### src/rtl/isp_pkg.sv
package isp_pkg;
  localparam logic [7:0] CTRL_PFX   = 8'hAC;
  localparam logic [7:0] ENA_KEY    = 8'h53;
  localparam logic [7:0] ERASE_KEY  = 8'h80;
  localparam logic [5:0] LOCK_TOP   = 6'b111000;
  localparam logic [6:0] OPC_CODE_RD = 7'h10;
  localparam logic [6:0] OPC_CODE_WR = 7'h20;
  localparam logic [6:0] OPC_DATA_RD = 7'h50;
  localparam logic [6:0] OPC_DATA_WR = 7'h60;
  localparam logic [6:0] OPC_SIG     = 7'h18;
  localparam logic [6:0] SIG_OFS0 = 7'h30;
  localparam logic [7:0] SIG_VAL0 = 8'h1E;
  localparam logic [6:0] SIG_OFS1 = 7'h31;
  localparam logic [7:0] SIG_VAL1 = 8'h84;

  typedef enum logic [3:0] {
    OP_NONE, OP_CODE_RD, OP_CODE_WR, OP_DATA_RD, OP_DATA_WR,
    OP_SIG, OP_ENABLE, OP_ERASE, OP_LOCK
  } isp_op_e;
endpackage

### src/rtl/isp_shift.sv
module isp_shift #(
  parameter int SYNC_STAGES = 2
) (
  input  logic       clk_i,
  input  logic       rst_ni,
  input  logic       active_i,
  input  logic       sck_i,
  input  logic       sdi_i,
  input  logic       tx_load_i,
  input  logic [7:0] tx_data_i,
  output logic       byte_done_o,
  output logic [1:0] byte_idx_o,
  output logic [7:0] byte_o,
  output logic       sdo_o
);
  logic [SYNC_STAGES:0]   sck_sync;
  logic [SYNC_STAGES-1:0] sdi_sync;
  logic [2:0] bit_cnt_q;
  logic [1:0] byte_cnt_q;
  logic [7:0] rx_q, tx_q, byte_q;
  logic [1:0] byte_idx_q;
  logic       byte_done_q;
  logic       sck_rise, sck_fall, sdi_s;

  assign sck_rise = sck_sync[SYNC_STAGES-1] & ~sck_sync[SYNC_STAGES];
  assign sck_fall = ~sck_sync[SYNC_STAGES-1] & sck_sync[SYNC_STAGES];
  assign sdi_s    = sdi_sync[SYNC_STAGES-1];

  always_ff @(posedge clk_i or negedge rst_ni) begin
    if (!rst_ni) begin
      sck_sync    <= '0;
      sdi_sync    <= '0;
      bit_cnt_q   <= '0;
      byte_cnt_q  <= '0;
      rx_q        <= '0;
      tx_q        <= '0;
      byte_q      <= '0;
      byte_idx_q  <= '0;
      byte_done_q <= 1'b0;
    end else begin
      sck_sync    <= {sck_sync[SYNC_STAGES-1:0], sck_i};
      sdi_sync    <= {sdi_sync[SYNC_STAGES-2:0], sdi_i};
      byte_done_q <= 1'b0;
      if (!active_i) begin
        bit_cnt_q  <= '0;
        byte_cnt_q <= '0;
        rx_q       <= '0;
        tx_q       <= '0;
      end else begin
        if (sck_rise) begin
          rx_q      <= {rx_q[6:0], sdi_s};
          bit_cnt_q <= bit_cnt_q + 3'd1;
          if (bit_cnt_q == 3'd7) begin
            byte_done_q <= 1'b1;
            byte_q      <= {rx_q[6:0], sdi_s};
            byte_idx_q  <= byte_cnt_q;
            byte_cnt_q  <= byte_cnt_q + 2'd1;
          end
        end
        // the falling edge that closes byte 3 must not shift the fresh reply
        if (tx_load_i) tx_q <= tx_data_i;
        else if (sck_fall && bit_cnt_q != 3'd0) tx_q <= {tx_q[6:0], 1'b0};
      end
    end
  end

  assign byte_done_o = byte_done_q;
  assign byte_idx_o  = byte_idx_q;
  assign byte_o      = byte_q;
  assign sdo_o       = active_i && (byte_cnt_q == 2'd3) && tx_q[7];


  mode_exit_chk: assert property (@(posedge clk_i) disable iff (!rst_ni)
    !active_i |=> (bit_cnt_q == 3'd0 && byte_cnt_q == 2'd0));

  byte_idx_chk: assert property (@(posedge clk_i) disable iff (!rst_ni)
    byte_done_q |-> (byte_cnt_q == byte_idx_q + 2'd1));
endmodule

### src/rtl/isp_decode.sv
module isp_decode
  import isp_pkg::*;
#(
  parameter int         CODE_AW   = 12,
  parameter int         DATA_AW   = 17,
  parameter logic [6:0] CODE_RD_OP = OPC_CODE_RD,
  parameter logic [6:0] CODE_WR_OP = OPC_CODE_WR,
  parameter logic [6:0] DATA_RD_OP = OPC_DATA_RD,
  parameter logic [6:0] DATA_WR_OP = OPC_DATA_WR,
  parameter logic [6:0] SIG_OP     = OPC_SIG
) (
  input  logic               clk_i,
  input  logic               rst_ni,
  input  logic               active_i,
  input  logic               byte_done_i,
  input  logic [1:0]         byte_idx_i,
  input  logic [7:0]         byte_i,
  output logic               tx_load_o,
  output logic [7:0]         tx_data_o,
  output logic               mem_rd_o,
  output logic               mem_wr_o,
  output logic               mem_erase_o,
  output logic               mem_space_o,
  output logic [DATA_AW-1:0] mem_addr_o,
  output logic [7:0]         mem_wdata_o,
  input  logic [7:0]         mem_rdata_i
);
  logic [7:0] b1_q, b2_q, imm_q, wdata_q;
  logic       en_q, lk1_q, lk2_q;
  logic       rd_q, wr_q, er_q, space_q, ld1_q, ld2_q, src_mem_q;
  logic [DATA_AW-1:0] addr_q;
  isp_op_e    op;
  logic [15:0] code_full;
  logic [16:0] data_full;

  function automatic isp_op_e decode(input logic [7:0] c1, input logic [7:0] c2);
    if (c1 == CTRL_PFX) begin
      if (c2 == ENA_KEY)               return OP_ENABLE;
      else if (c2 == ERASE_KEY)        return OP_ERASE;
      else if (c2[7:2] == LOCK_TOP)    return OP_LOCK;
      else                             return OP_NONE;
    end
    if (c1[7:1] == CODE_RD_OP) return OP_CODE_RD;
    if (c1[7:1] == CODE_WR_OP) return OP_CODE_WR;
    if (c1[7:1] == DATA_RD_OP) return OP_DATA_RD;
    if (c1[7:1] == DATA_WR_OP) return OP_DATA_WR;
    if (c1[7:1] == SIG_OP)     return OP_SIG;
    return OP_NONE;
  endfunction

  function automatic logic [7:0] sig_byte(input logic [6:0] ofs);
    if (ofs == SIG_OFS0) return SIG_VAL0;
    if (ofs == SIG_OFS1) return SIG_VAL1;
    return 8'h00;
  endfunction

  assign op        = decode(b1_q, b2_q);
  assign code_full = {b2_q, byte_i};
  assign data_full = {b1_q[0], b2_q, byte_i};

  always_ff @(posedge clk_i or negedge rst_ni) begin
    if (!rst_ni) begin
      b1_q <= '0; b2_q <= '0; imm_q <= '0; wdata_q <= '0;
      en_q <= 1'b0; lk1_q <= 1'b0; lk2_q <= 1'b0;
      rd_q <= 1'b0; wr_q <= 1'b0; er_q <= 1'b0; space_q <= 1'b0;
      ld1_q <= 1'b0; ld2_q <= 1'b0; src_mem_q <= 1'b0;
      addr_q <= '0;
    end else begin
      rd_q  <= 1'b0;
      wr_q  <= 1'b0;
      er_q  <= 1'b0;
      ld1_q <= 1'b0;
      ld2_q <= ld1_q;
      if (!active_i) begin
        en_q <= 1'b0;
      end else if (byte_done_i) begin
        unique case (byte_idx_i)
          2'd0: b1_q <= byte_i;
          2'd1: b2_q <= byte_i;
          2'd2: begin
            ld1_q     <= 1'b1;
            src_mem_q <= 1'b0;
            imm_q     <= 8'h00;
            if (op == OP_CODE_RD || op == OP_CODE_WR) begin
              space_q <= 1'b0;
              addr_q  <= DATA_AW'(code_full[CODE_AW-1:0]);
            end else begin
              space_q <= 1'b1;
              addr_q  <= data_full[DATA_AW-1:0];
            end
            if (en_q && !(lk1_q && lk2_q) && (op == OP_CODE_RD || op == OP_DATA_RD)) begin
              rd_q      <= 1'b1;
              src_mem_q <= 1'b1;
            end
            if (en_q && op == OP_SIG) imm_q <= sig_byte(byte_i[6:0]);
          end
          default: begin
            wdata_q <= byte_i;
            case (op)
              OP_ENABLE: en_q <= 1'b1;
              OP_CODE_WR, OP_DATA_WR: if (en_q && !lk1_q) wr_q <= 1'b1;
              OP_ERASE: if (en_q) begin
                er_q  <= 1'b1;
                lk1_q <= 1'b0;
                lk2_q <= 1'b0;
              end
              OP_LOCK: if (en_q) begin
                if (!b2_q[0]) lk1_q <= 1'b1;
                if (!b2_q[1]) lk2_q <= 1'b1;
              end
              default: ;
            endcase
          end
        endcase
      end
    end
  end

  assign tx_load_o   = ld2_q;
  assign tx_data_o   = src_mem_q ? mem_rdata_i : imm_q;
  assign mem_rd_o    = rd_q;
  assign mem_wr_o    = wr_q;
  assign mem_erase_o = er_q;
  assign mem_space_o = space_q;
  assign mem_addr_o  = addr_q;
  assign mem_wdata_o = wdata_q;


  one_req_chk: assert property (@(posedge clk_i) disable iff (!rst_ni)
    $countones({rd_q, wr_q, er_q}) <= 1);

  req_pulse_chk: assert property (@(posedge clk_i) disable iff (!rst_ni)
    (rd_q || wr_q || er_q) |=> !(rd_q || wr_q || er_q));

  rd_needs_en_chk: assert property (@(posedge clk_i) disable iff (!rst_ni)
    rd_q |-> en_q);

  wr_lock_chk: assert property (@(posedge clk_i) disable iff (!rst_ni)
    wr_q |-> !lk1_q);

  lock_sticky_chk: assert property (@(posedge clk_i) disable iff (!rst_ni)
    ($fell(lk1_q) || $fell(lk2_q)) |-> er_q);

  erase_clr_chk: assert property (@(posedge clk_i) disable iff (!rst_ni)
    er_q |-> (!lk1_q && !lk2_q));
endmodule

### src/rtl/isp_cmd_decoder.sv
module isp_cmd_decoder #(
  parameter int CODE_AW     = 12,
  parameter int DATA_AW     = 17,
  parameter int SYNC_STAGES = 2
) (
  input  logic               clk_i,
  input  logic               rst_ni,
  input  logic               prog_mode_i,
  input  logic               sck_i,
  input  logic               sdi_i,
  output logic               sdo_o,
  output logic               mem_rd_o,
  output logic               mem_wr_o,
  output logic               mem_erase_o,
  output logic               mem_space_o,
  output logic [DATA_AW-1:0] mem_addr_o,
  output logic [7:0]         mem_wdata_o,
  input  logic [7:0]         mem_rdata_i
);
  logic       byte_done, tx_load;
  logic [1:0] byte_idx;
  logic [7:0] byte_val, tx_data;

  isp_shift #(.SYNC_STAGES(SYNC_STAGES)) i_shift (
    .clk_i       (clk_i),
    .rst_ni      (rst_ni),
    .active_i    (prog_mode_i),
    .sck_i       (sck_i),
    .sdi_i       (sdi_i),
    .tx_load_i   (tx_load),
    .tx_data_i   (tx_data),
    .byte_done_o (byte_done),
    .byte_idx_o  (byte_idx),
    .byte_o      (byte_val),
    .sdo_o       (sdo_o)
  );

  isp_decode #(.CODE_AW(CODE_AW), .DATA_AW(DATA_AW)) i_decode (
    .clk_i       (clk_i),
    .rst_ni      (rst_ni),
    .active_i    (prog_mode_i),
    .byte_done_i (byte_done),
    .byte_idx_i  (byte_idx),
    .byte_i      (byte_val),
    .tx_load_o   (tx_load),
    .tx_data_o   (tx_data),
    .mem_rd_o    (mem_rd_o),
    .mem_wr_o    (mem_wr_o),
    .mem_erase_o (mem_erase_o),
    .mem_space_o (mem_space_o),
    .mem_addr_o  (mem_addr_o),
    .mem_wdata_o (mem_wdata_o),
    .mem_rdata_i (mem_rdata_i)
  );
endmodule

### config.mk
export PLATFORM = sky130hd
export DESIGN_NAME = isp_cmd_decoder
export DESIGN_NICKNAME = d
export VERILOG_FILES = /design/src/rtl/isp_pkg.sv /design/src/rtl/isp_shift.sv /design/src/rtl/isp_decode.sv /design/src/rtl/isp_cmd_decoder.sv
export SDC_FILE = /design/constraint.sdc
export NUM_CORES = 1
export LEC_CHECK = 0
export ABC_AREA = 1
export BUFFER_PORTS_ARGS = -buffer_cell sky130_fd_sc_hd__buf_2
export CAP_MARGIN = 20
export CORE_MARGIN = 2
export CORE_UTILIZATION = 50
export DETAILED_ROUTE_END_ITERATION = 8
export PLACE_DENSITY = 0.72
export SYNTH_ARGS = -nofsm -noshare
export SYNTH_HDL_FRONTEND = slang
export SYNTH_HIERARCHICAL = 1
export SYNTH_SLANG_ARGS = --single-unit
export TNS_END_PERCENT = 10
### constraint.sdc
create_clock -name clk_i -period 1.2 [get_ports clk_i]
set_input_delay 0.36 -clock clk_i [delete_from_list [all_inputs] [get_ports clk_i]]
set_output_delay 0.36 -clock clk_i [all_outputs]
set_load 0.1 [all_outputs]
==> summary.txt, run 1 <==
Power
  • Worst vdd ir: 0.827 mV
  • Pwr per Cell Area: 933 mW/mm^2
  • Lkg Pwr: 2.88 nW

Outcome
  • Failing checks: setup timing
  • Status: complete, but fails checks

Cells and area
  • Share of cells above drive strength 1: 33.6%
  • Fin util: roughly three quarters
  • # diodes: 0
  • Area grow syn2layout: 44.3%
  • Final nets: approximately 600

Critical path
  • R2R Setup Slk: -0.40 ns
  • Crit. End Element: flip-flop
  • Reg2Reg Capture Point: i_decode/lk2_q
  • Worst EP arrival: around 1.9 ns
  • Crit path launch type: flip-flop
  • R2R depth: 11
  • CP Class: reg2reg
  • RR Startpoint: i_decode/b1_q[4]
  • CP required: between 1 and 1.5 ns
  • Worst-path fanout max: 4

Timing
  • Final setup fails: 54
  • Max Fclk: 0.625 GHz
  • Worst-Margin Slew: approximately 0.34 ns
  • Minimum clock period: between 1.5 and 2 ns
  • Crit share post-route: 133%
  • Max-slew violations: 0
  • Clock skew: between 0.01 and 0.015 ns
  • RSZ-0062 raised after global routing: yes
  • Fin worst setup slack: -0.400 ns
  • Final hold violations: 0
  • Slew headroom: 77.0%

Drt
  • Vias per cell: between 5 and 6
  • Post-DRT Antenna Nets: 0
  • Initial drt markers: about 260
  • Routed WL per cell: ~14 um
  • Via count: between 3000 and 4000
  • Final WL: 9930 um
  • Router iterations before antenna repair: 5
  • DRC Markers: 0

Placement
  • Hpwl dp: 6370 um
  • PortBufs: 42
  • GPL Wtd Cong: ~0.84
  • Worst slack, placed: -0.289 ns

Worst hold path
  • Worst hold start: sdi_i
  • Worst hold path class: in2reg
  • Hold depth: 1
  • Hold Crit Endpoint: i_shift/sdi_sync[0]

Clock tree
  • Clock transition at path regs: ~0.090 ns
  • CTS Root Cell: clkbuf_8
  • CTS max path bufs: 2
  • Clock Latency Late Sink: 0.35 ns
  • H-tree depth reported by CTS: 3
  • CTS Buf Count: 9
  • CTS tree: done
  • Clock Sinks: 90

Synthesis
  • Top-area cell type share of the netlist area: a little under three fifths
  • Sequential area share after synthesis: a little under three fifths
  • Syn_nets: slightly below 500
  • Mapped Area: about 0.004 mm^2
  • Syn Area/Cell: around 8.4 um^2
  • Synth warn: 6
  • Top cells by count, synth: 164 x nand2_1, 90 x dfrtp_1, 45 x inv_1
  • Primary FF master, synth: dfrtp_1
  • Unique masters post-synth: 31
  • Most common cell in the synthesized netlist: nand2_1
  • Ranking of synthesized cells by area: dfrtp_1 56%, nand2_1 15%, o21ai_0 5.4%
  • Fraction of registers with async set/reset: 100%
  • Cell taking the most area after synthesis: dfrtp_1
  • Number of synthesized flops with an enable pin: 0
  • Seq cells post-synth: 90
  • Post-Syn Instances: between 400 and 500

Global route
  • Vias in the first global route: between 3000 and 4000
  • First-pass GRT wire length: between 15000 and 20000 um
  • Pin count of the biggest net entering global routing: 30
  • GRT overflow: 0
  • Initial antenna violation count: 0
  • Tot GR Track Use: 23.0%

Floorplan
  • Height of the chip: 93.4 um
  • Chip width: around 93 um
  • DIE AREA: slightly below 0.009 mm^2
  • I/O pins: between 40 and 50
  • Core outline area: 0.00773 mm^2
  • # rows: 32
  • Initial cell density of the core: roughly half

Flow run
  • Maxcap violations: 0
-- worst max path at each step --
stage                           from        endpoint  slack, ns  depth (start not counted)
6_report            i_decode/b1_q[4]  i_decode/lk2_q      -0.40                         11
5_1_grt             i_decode/b1_q[5]  i_decode/lk2_q      -0.54                         13
4_1_cts        i_shift/byte_cnt_q[1]           sdo_o      -0.41                          4
3_5_place_dp        i_decode/b1_q[1]  i_decode/lk2_q      -0.29                         11
3_3_place_gp        i_decode/b1_q[1]  i_decode/lk2_q      -0.20                         11
2_1_floorplan            prog_mode_i           sdo_o      -0.25                          3
-- per-layer routing --
| layer | GRT usage (%) | routed length, um |
|---|---|---|
| met1 | 30.1 | 4080 |
| met2 | 37.6 | 5020 |
| met3 | 4.11 | 512 |
| met4 | 10.3 | 321 |
| met5 | 0 | 0 |
-- registers in the layout (all words and copies together), names as in the netlist --
name                  count
i_decode/b1_q             8
i_decode/b2_q             8
i_decode/en_q             1
i_decode/imm_q            3
i_decode/ld1_q            1
i_decode/lk1_q            1
i_decode/lk2_q            1
i_decode/mem_addr_o      17
i_decode/mem_erase_o      1
i_decode/mem_rd_o         1
i_decode/mem_space_o      1
i_decode/mem_wdata_o      8
i_decode/mem_wr_o         1
i_decode/src_mem_q        1
i_decode/tx_load_o        1
i_shift/bit_cnt_q         3
i_shift/byte_cnt_q        2
i_shift/byte_done_o       1
i_shift/byte_idx_o        2
i_shift/byte_o            8
i_shift/rx_q              7
i_shift/sck_sync          3
i_shift/sdi_sync          2
i_shift/tx_q              8
-- cell usage in the layout, fill, tap and decap left out, drive strengths merged --
cell and n:
nand3 43, clkinvlp 2, bufinv 1, dlygate4sd3 1, dfrtp 90, inv 49
or2 1, o21ai 44, buf 108, clkinv 5, nor2 43, nand2 168
a21oi 12, o2111ai 1, nand4 1, a22o 1, clkbuf 10, nor3 1
nor4 2, ha 4
-- cells by family after synthesis --
family          count (synthesis)  share of synthesized area, %
flops                          90                          56.4
fa+ha+maj                       4                          1.25
buf+inv                        63                          6.42
compound gates                 58                          7.55
simple gates                  259                          28.4
-- what timing repair did --
action,4_1_cts,5_1_grt
hold buffers,1,0
setup endpoints to repair,67,90
buffers inserted,10,5
hold endpoints to repair,7,0
resized for setup,32,44
pin swaps,10,16
-- metrics by stage --
stage	cells	hold slack [ns]	TNS (ns)	total power, mW	instance area (um^2)
after floorplan	474	0.0644	-2.68	3.19	4020
after global placement	657	0.215	-5.72	3.32	5220
after detailed placement	657	0.216	-8.06	3.33	5220
after CTS	684	0.0948	-6.76	5.42	5590
after global routing	689	0.0937	-11.91	5.58	5770
final	689	0.107	-7.36	5.38	5770
-- report_power, final --
part / switching (mW) / internal (mW) / leakage, nW
logic: 0.136 / 0.0788 / 1.55
registers: 0.0101 / 3.04 / 1.23
clock network: 1.09 / 1.02 / 0.103
-- worst max-delay path, stage by stage, from the launching register on --
cell and delay, ns:
dfrtp_1 0.44, nor2_1 0.14, nand2_2 0.12, or2_4 0.27, nand3_4 0.10, nand2_1 0.06, inv_1 0.06, nand2_2 0.06
nand2_2 0.06, nand2_1 0.06, nand2_1 0.07, nand2_1 0.05
-- layout make-up --
class | count | area (um^2)
fillers | 516 | 1960
well taps | 102 | 128
multi-input cells | 321 | 1670
flip-flops and latches | 90 | 2260
inverters | 51 | 199
clock buffers | 10 | 138
clock inverters | 6 | 65.1
repair buffers | 109 | 1310
Power figures use the tool's default switching activity.
==> inputs of run 2 (changes only) <==
--- a/config.mk
+++ b/config.mk
@@ -11,7 +11,7 @@
 export CORE_MARGIN = 2
 export CORE_UTILIZATION = 50
 export DETAILED_ROUTE_END_ITERATION = 8
-export PLACE_DENSITY = 0.72
+export PLACE_DENSITY = 0.7
 export SYNTH_ARGS = -nofsm -noshare
 export SYNTH_HDL_FRONTEND = slang
 export SYNTH_HIERARCHICAL = 1
==> constraint.sdc (replaced) <==
create_clock -name clk_i -period 2 [get_ports clk_i]
set_input_delay 0.6 -clock clk_i [delete_from_list [all_inputs] [get_ports clk_i]]
set_output_delay 0.6 -clock clk_i [all_outputs]
set_load 0.1 [all_outputs]
==> run 2 against run 1 <==
  * Register-to-register slack improved by 0.87 ns
  * Largest power group unchanged
  * Global-route usage shrank 2.3 points
  * The run now ends clean
  * Power fell by 42%
==> summary.txt, run 2 (synthesis gave the netlist of run 1 again) <==
Global route
  • Layer with the highest usage: met2
  • First-pass GRT wire length: about 14000 um
  • M1 GR Usage: between 20% and 30%
  • GRT overflow: 0
  • Vias in the first global route: between 3000 and 4000
  • Met3 usage: around 3.9%
  • Tot GR Track Use: roughly a fifth
  • Pin count of the biggest net entering global routing: between 90 and 100
  • Initial antenna violation count: 0
  • GR met2 Demand/Resource: 31.9%

Drt
  • Post-DRT Antenna Nets: 0
  • Via count: around 3100
  • Vias per cell: roughly 5.0
  • Initial drt markers: about 160
  • Routed WL per cell: ~13 um
  • Final WL: about 8000 um
  • DRC Markers: 0
  • Router iterations before antenna repair: 4

Power
  • Sequential Power Share: 58.4%
  • Worst vdd ir: 0.358 mV
  • Combinational fraction of design power: around 3.3%
  • Int Power: around 2.5 mW
  • Psw: roughly 0.67 mW
  • Clock share of power: a little under two fifths
  • Lkg Pwr: ~2.4 nW
  • Pwr per Cell Area: roughly 690 mW/mm^2
  • Net Sw Frac: between 20% and 30%

Timing
  • Clock skew: about 0.0081 ns
  • Final setup fails: 0
  • Fin Hold WS: approximately 0.27 ns
  • Max Fclk: about 0.53 GHz
  • Final hold violations: 0
  • Worst-Margin Slew: a little under 0.5 ns
  • Crit share post-route: roughly 94%
  • Setup TNS: 0 ns
  • Minimum clock period: 1.89 ns
  • Max-slew violations: 0
  • Slew headroom: 67.3%
  • RSZ-0062 raised after global routing: no

Critical path
  • Worst EP arrival: between 1 and 1.5 ns
  • RR Startpoint: i_decode/b1_q[1]
  • Reg2Reg Capture Point: i_decode/imm_q[7]
  • Crit path launch type: flip-flop
  • R2R depth: 9
  • CP Class: reg2out
  • Worst-path fanout max: 4
  • CP required: around 1.4 ns
  • CP startpoint: i_shift/byte_cnt_q[0]
  • R2R Setup Slk: approximately 0.47 ns
  • Crit. End Element: primary output

Placement
  • PortBufs: 42
  • Hpwl dp: 5550 um
  • GPL Wtd Cong: between 0.8 and 0.9
  • Dpl cells: 611
  • Cell area after placement: 0.00435 mm^2

Cells and area
  • Reg area: about 0.0023 mm^2
  • Area grow syn2layout: 13.4%
  • # diodes: 0
  • Fin util: 58.6%
  • Area of the multi-input gates: ~0.0015 mm^2
  • Share of cells above drive strength 1: 15.6%
  • Most common cell after layout, fill and taps aside: nand2_1
  • Final Non-Filler Cells: between 600 and 700
  • Fin area: between 0.004 and 0.005 mm^2
  • Most frequent cells in the layout: 164 x nand2_1, 90 x dfrtp_1, 45 x inv_1, 43 x o21ai_0, 40 x buf_2
  • Fillers: about 730
  • Max reg flops: 17
  • Final nets: roughly 540

Clock tree
  • CTS Buf Count: 9
  • CTS tree: done
  • Resized Gates After CTS: 0
  • Clock Latency Late Sink: about 0.35 ns
  • Cts hold-fix bufs: 0
  • CTS max path bufs: 2
  • Clock transition at path regs: approximately 0.080 ns
  • CTS Root Cell: clkbuf_8
  • H-tree depth reported by CTS: 3
  • Clock Sinks: 90
  • Post-CTS setup buffer count: 0

Floorplan
  • DIE AREA: 0.00872 mm^2
  • # rows: 32
  • Height of the chip: 93.4 um
  • Core outline area: roughly 0.0077 mm^2
  • Chip width: roughly 93 um
  • I/O pins: 43
  • Initial cell density of the core: roughly 52%

Flow run
  • Maxcap violations: 0

Worst hold path
  • Worst hold path class: in2async

Outcome
  • Status: finished, final reports clean
run 2: routing by layer:
layer | vias to the layer above | share of wire [%] | routed length [um]
li1 | 1582 | - | -
met1 | 1506 | 48 | 3830
met2 | 47 | 47 | 3770
met3 | 9 | 3.3 | 263
met4 | 0 | 1.3 | 102
met5 | - | 0 | 0
run 2: final cells by class:
class | instances | share of cell area [%]
sequential | 90 | 49.7
multi-input combinational | 321 | 33.0
timing repair buffer | 47 | 6.13
inverter | 51 | 4.25
clock buffer | 13 | 3.29
tap | 102 | 2.82
clock inverter | 2 | 0.828
run 2: worst max path at each step:
stage	to	slack, ns	depth (start not counted)
after floorplan	sdo_o	0.04	3
after global placement	sdo_o	0.24	4
after detailed placement	sdo_o	0.22	4
after CTS	sdo_o	0.08	4
after global routing	sdo_o	0.02	4
final	sdo_o	0.11	4
run 2: power groups by stage:
stage	logic (mW)	clock network (mW)	registers, mW
finish	0.102	1.20	1.83
global route	0.119	1.31	1.83
CTS	0.106	1.24	1.83
detailed placement	0.105	0	1.87
global placement	0.104	0	1.87
floorplan	0.0426	0	1.87
run 2: critical path, stage by stage (launching register included):
cell	delay, ns
dfrtp_1	0.42
ha_1	0.21
nand2_1	0.10
nor2_4	0.05
buf_12	0.17
run 2: per-stage QoR:
step | worst slack [ns] | power, mW
4_1_cts | 0.0821 | 3.18
2_1_floorplan | 0.0381 | 1.91
3_5_place_dp | 0.223 | 1.97
5_1_grt | 0.0219 | 3.26
3_3_place_gp | 0.236 | 1.97
6_report | 0.111 | 3.14
